<file path="src/rtl/raster_timing.sv">
module raster_timing #(
  parameter int LINE_T    = 224,
  parameter int ACT_T     = 128,
  parameter int RBORD_T   = 24,
  parameter int HRET_T    = 48,
  parameter int HSYNC_DLY = 8,
  parameter int HSYNC_T   = 32,
  parameter int FRAME_L   = 312,
  parameter int TOP_L     = 64,
  parameter int DISP_L    = 192,
  parameter int VBLANK_L  = 16,
  parameter int VSYNC_DLY = 4,
  parameter int VSYNC_L   = 4,
  parameter int IRQ_T     = 32,
  localparam int TW = $clog2(LINE_T),
  localparam int LW = $clog2(FRAME_L)
) (
  input  logic          clk,
  input  logic          rst,
  input  logic          border_we,
  input  logic [2:0]    border_din,
  output logic [TW-1:0] tstate_o,
  output logic [LW-1:0] line_o,
  output logic          hsync,
  output logic          hblank,
  output logic          vsync,
  output logic          vblank,
  output logic          disp_active,
  output logic          border_active,
  output logic          fetch_stb,
  output logic [15:0]   bitmap_addr,
  output logic [15:0]   attr_addr,
  output logic [2:0]    border_col,
  output logic          frame_irq
);
  localparam logic [TW-1:0] T_LAST   = TW'(LINE_T - 1);
  localparam logic [TW-1:0] T_ACT    = TW'(ACT_T);
  localparam logic [TW-1:0] T_HB0    = TW'(ACT_T + RBORD_T);
  localparam logic [TW-1:0] T_HB1    = TW'(ACT_T + RBORD_T + HRET_T);
  localparam logic [TW-1:0] T_HS0    = TW'(ACT_T + RBORD_T + HSYNC_DLY);
  localparam logic [TW-1:0] T_HS1    = TW'(ACT_T + RBORD_T + HSYNC_DLY + HSYNC_T);
  localparam logic [TW-1:0] T_IRQ    = TW'(IRQ_T);
  localparam logic [LW-1:0] L_LAST   = LW'(FRAME_L - 1);
  localparam logic [LW-1:0] L_TOP    = LW'(TOP_L);
  localparam logic [LW-1:0] L_BOT    = LW'(TOP_L + DISP_L);
  localparam logic [LW-1:0] L_VB     = LW'(VBLANK_L);
  localparam logic [LW-1:0] L_VS0    = LW'(VSYNC_DLY);
  localparam logic [LW-1:0] L_VS1    = LW'(VSYNC_DLY + VSYNC_L);

  logic [TW-1:0] tcnt;
  logic [LW-1:0] lcnt;
  logic [2:0]    pend, col;
  logic          eol;

  assign eol = (tcnt == T_LAST);

  always_ff @(posedge clk) begin
    if (rst) begin
      tcnt <= '0;
      lcnt <= '0;
    end else if (eol) begin
      tcnt <= '0;
      lcnt <= (lcnt == L_LAST) ? '0 : lcnt + 1'b1;
    end else begin
      tcnt <= tcnt + 1'b1;
    end
  end

  always_ff @(posedge clk) begin
    if (rst) begin
      pend <= '0;
      col  <= '0;
    end else begin
      if (border_we) pend <= border_din;
      if (tcnt[1:0] == 2'b11) col <= border_we ? border_din : pend;
    end
  end

  logic [LW-1:0] yrow;
  logic [7:0]    y;
  logic [4:0]    x;
  assign yrow = lcnt - L_TOP;
  assign y    = yrow[7:0];
  assign x    = tcnt[6:2];

  assign tstate_o      = tcnt;
  assign line_o        = lcnt;
  assign hblank        = (tcnt >= T_HB0) && (tcnt < T_HB1);
  assign hsync         = (tcnt >= T_HS0) && (tcnt < T_HS1);
  assign vblank        = (lcnt < L_VB);
  assign vsync         = (lcnt >= L_VS0) && (lcnt < L_VS1);
  assign disp_active   = (lcnt >= L_TOP) && (lcnt < L_BOT) && (tcnt < T_ACT);
  assign border_active = !disp_active && !hblank && !vblank;
  assign fetch_stb     = disp_active && (tcnt[1:0] == 2'b00);
  assign bitmap_addr   = {3'b010, y[7:6], y[2:0], y[5:3], x};
  assign attr_addr     = {6'b010110, y[7:3], x};
  assign border_col    = col;
  assign frame_irq     = (lcnt == '0) && (tcnt < T_IRQ);

  a_r1_tstate_wrap: assert property (@(posedge clk) disable iff (rst)
    (tstate_o == T_LAST) |=> (tstate_o == '0));
  a_r2_line_step: assert property (@(posedge clk) disable iff (rst)
    (tstate_o == T_LAST && line_o != L_LAST) |=> (line_o == $past(line_o) + 1'b1));
  a_r2_line_hold: assert property (@(posedge clk) disable iff (rst)
    (tstate_o != T_LAST) |=> $stable(line_o));
  a_r3_irq_start: assert property (@(posedge clk) disable iff (rst)
    $rose(frame_irq) |-> (line_o == '0 && tstate_o == '0));
  a_r7_regions_apart: assert property (@(posedge clk) disable iff (rst)
    disp_active |-> (!hblank && !vblank && !border_active));
  a_r10_col_boundary: assert property (@(posedge clk) disable iff (rst)
    !$stable(border_col) |-> (tstate_o[1:0] == 2'b00));
endmodule

</file>
<file path="config.mk">
export PLATFORM = sky130hd
export DESIGN_NAME = raster_timing
export DESIGN_NICKNAME = d
export VERILOG_FILES = /design/src/rtl/raster_timing.sv
export SDC_FILE = /design/constraint.sdc
export NUM_CORES = 1
export LEC_CHECK = 0
export ABC_CLOCK_PERIOD_IN_PS = 1500
export BUFFER_PORTS_ARGS = -buffer_cell sky130_fd_sc_hd__buf_2
export CORE_MARGIN = 1.5
export CORE_UTILIZATION = 35
export CTS_BUF_LIST = sky130_fd_sc_hd__clkbuf_8
export CTS_CLUSTER_SIZE = 16
export DETAILED_ROUTE_END_ITERATION = 12
export HOLD_SLACK_MARGIN = 0.06
export PLACE_DENSITY_LB_ADDON = 0.25
export SKIP_LAST_GASP = 1
export SLEW_MARGIN = 20
export SYNTH_ARGS = -nofsm -noshare
export SYNTH_HDL_FRONTEND = slang
export SYNTH_SLANG_ARGS = --single-unit
export TNS_END_PERCENT = 100
</file>
<file path="constraint.sdc">
create_clock -name clk -period 1.5 [get_ports clk]
set_input_delay 0.15 -clock clk [delete_from_list [all_inputs] [get_ports clk]]
set_output_delay 0.15 -clock clk [all_outputs]
set_load 0.01 [all_outputs]
</file>
==> qor.txt <==
startpoint kind of the worst setup timing path: flip-flop
hold path start: border_din[2]
CP required: 1.35 ns
Crit Path Category: reg -> out
cells taking the most area after synthesis: sky130_fd_sc_hd__dfxtp_1 31%, sky130_fd_sc_hd__buf_4 15%, sky130_fd_sc_hd__ha_1 6.0%, sky130_fd_sc_hd__xnor2_1 6.0%, sky130_fd_sc_hd__nor2_1 5.6%
setup repair after global routing missed its margin: yes
total vias in the final route: 1,360
final critical-path setup slack: -0.0107 ns
violations in the final reports: negative setup slack
Final Slew Violations: 0
total number of yosys warnings: 0
total clock buffers created by CTS: 3
Die Area: 4600 µm²
cell count after synthesis: 173
area of combinational cells with multiple inputs: 895 µm²
flops & latches, synth: 23
worst reg2reg path endpoint: line_o[2]
Std-Cell Rows: 23
global-route wire length before repair: 5.29 mm
leading cell type by number of instances after synthesis: sky130_fd_sc_hd__buf_4
hold endpoint: pend[2]
clock tree sinks: 23
final weighted congestion of routability-driven global placement: 0.880
Max rail drop VDD: 0.000362 V
fraction of post-synthesis cell area in the top cell type by area: 0.313
total routing resource utilization after global routing: 0.155
number of I/O port buffers: 56
sequential element share of the synthesized area: 0.313
maximum number of pins on one net before global-route repair: 18
CTS Buffer Depth: 2
source of the worst register-to-register timing path: tstate_o[0]
Core Area: 4030 µm²
setup-violating endpoint count in the final report: 1
Total Nets Final: 247
H-tree levels: 1
fraction of final layout cells with drive strength greater than 1: 0.579
category of the worst setup path capture point: output pin
cell area after synthesis: 1470 µm²
Die X-Extent: 67.8 µm
Power Density: 553 nW/µm²
routed vias/inst: 4.81
minimum hold slack: 0.136 ns
clock tree root buffer cell: sky130_fd_sc_hd__clkbuf_8
worst setup skew after layout: 0.00610 ns
P&R area growth vs syn: 39.4%
global-route track usage on met1: 0.208
Hold Violations, Final: 0
primary flip-flop cell chosen by synthesis mapping: sky130_fd_sc_hd__dfxtp_1
Total Power Consumption: 1.13 mW
first-pass iteration count of the detailed router: 4
Final Critical Period: 1.51 ns
final routed wire length divided by cell count: 13.2 µm
R2R depth: 5
initial drt markers: 82
post-layout instance area: 2050 µm²
io pins: 66
proportion of synthesized flip-flops having asynchronous set or reset: 0
number of remaining DRC errors: 0
achievable frequency: 662 MHz
largest fanout of any net on the critical path: 4
clock tree from TritonCTS: built
routing usage on met2: 0.243
busiest layer in global routing: met2
Leak: 1.04 nW
layout filler cell count: 369
filler-free cell count of the finished design: 283
critical path arrival: 1.36 ns
worst slack at placement: -0.0397 ns
Initial Utilization: 0.365
number of placed instances with taps included: 267
placed cell area: 1720 µm²
storage element area: 495 µm²
hold depth: 3
EDFF count, synth: 0
antenna cells: 0
met3 Use GR: 0.0247
library cells used by synthesis: 34
sum of routed wire length over all layers: 3.74 mm
GRT Residual Overflow: 0
Worst-path clk slew: 0.09 ns
Chip Height: 67.8 µm
min-delay worst type: in -> reg
MaxCap Viol Count: 0
setup slack, reg-to-reg: 0.05 ns
vias in the first global route: 1,123
ANT nets after route: 0
result of the run: complete, but fails checks
top cells by count, synth: 30 x sky130_fd_sc_hd__buf_4, 23 x sky130_fd_sc_hd__dfxtp_1, 22 x sky130_fd_sc_hd__nor2_1
HPWL after detailed placement: 2.45 mm
Final period util: 1.01
antenna violations before repair: 0
post-synthesis average cell area: 8.50 µm²
source-to-sink clock delay at the later pin of the worst-skew pair: 0.27 ns
cell type with the highest aggregate area in the netlist: sky130_fd_sc_hd__dfxtp_1
## layout make-up
| type | instances | area share |
|---|---|---|
| clock inverter | 1 | 0.00366 |
| timing repair buffer | 84 | 0.247 |
| multi-input combinational | 112 | 0.437 |
| clock buffer | 3 | 0.0201 |
| inverter | 10 | 0.0208 |
| tap | 50 | 0.0305 |
| sequential | 23 | 0.242 |
## logic make-up after synthesis
group / share of synthesized area
adders and majority gates: 0.0596
xor gates and xnor gates: 0.0774
muxes: 0.0204
and+or+nand+nor: 0.277
AOI/OAI and AO/OA: 0.0502
other: 0.00511
DFF: 0.313
buffers and inverters: 0.197
## sequential cells by signal, summed over array words and instances (netlist names)
name / cells
pend: 3
tstate_o: 8
border_col: 3
line_o: 9
## worst max-delay path: stages, from the launching register on
cell and delay (ns):
sky130_fd_sc_hd__dfxtp_2 0.33, sky130_fd_sc_hd__buf_6 0.12, sky130_fd_sc_hd__nor2_2 0.10, sky130_fd_sc_hd__nand3_2 0.11
sky130_fd_sc_hd__o21ai_4 0.17, sky130_fd_sc_hd__and2_1 0.14, sky130_fd_sc_hd__buf_2 0.12
## worst max-delay path by stage
| stage | from | endpoint | slack, ns | cells past startpoint |
|---|---|---|---|---|
| 2_1_floorplan | tstate_o[0] | line_o[2] | 0.02 | 6 |
| 3_3_place_gp | line_o[6] | fetch_stb | -0.11 | 5 |
| 3_5_place_dp | line_o[6] | fetch_stb | -0.04 | 5 |
| 4_1_cts | line_o[7] | frame_irq | -0.04 | 5 |
| 5_1_grt | line_o[6] | vsync | -0.06 | 5 |
| 6_report | line_o[0] | fetch_stb | -0.01 | 6 |
## stage by stage
step / util / setup TNS, ns
after CTS: 0.483 / -0.0972
after global placement: 0.426 / -0.133
after global routing: 0.509 / -0.247
after detailed placement: 0.426 / -0.0397
after floorplan: - / 0
final: 0.509 / -0.0107
## where the power goes
part / internal, mW / switching, mW / total, mW
clock: 0.188 / 0.214 / 0.402
combinational: 0.0440 / 0.0610 / 0.105
sequential: 0.616 / 0.00954 / 0.626
## layout by cell type, fill, tap and decap left out, types with 4 or more instances in the layout
cell                       n
sky130_fd_sc_hd__dfxtp_4   6
sky130_fd_sc_hd__nand2_1   8
sky130_fd_sc_hd__nand3_1   6
sky130_fd_sc_hd__buf_6     4
sky130_fd_sc_hd__xnor2_1  10
sky130_fd_sc_hd__conb_1    9
sky130_fd_sc_hd__inv_1     6
sky130_fd_sc_hd__nor3_1    8
sky130_fd_sc_hd__buf_2    56
sky130_fd_sc_hd__dfxtp_2  10
sky130_fd_sc_hd__dfxtp_1   7
sky130_fd_sc_hd__nor2_1   18
sky130_fd_sc_hd__buf_4    24
## what timing repair did
item                                    4_1_cts  5_1_grt
cloned                                        0        1
endpoints found under the setup margin        8       20
buffers inserted                             11        1
gates resized for setup                      35       23
hold buffers                                  0        0
pin swaps                                    10        9
## per-layer routing
layer	vias up	share of wire
li1	656	-
met1	630	0.44
met3	16	0.047
met5	-	0
met4	0	0.058
met2	58	0.46
(Power assumes the default switching activity.)
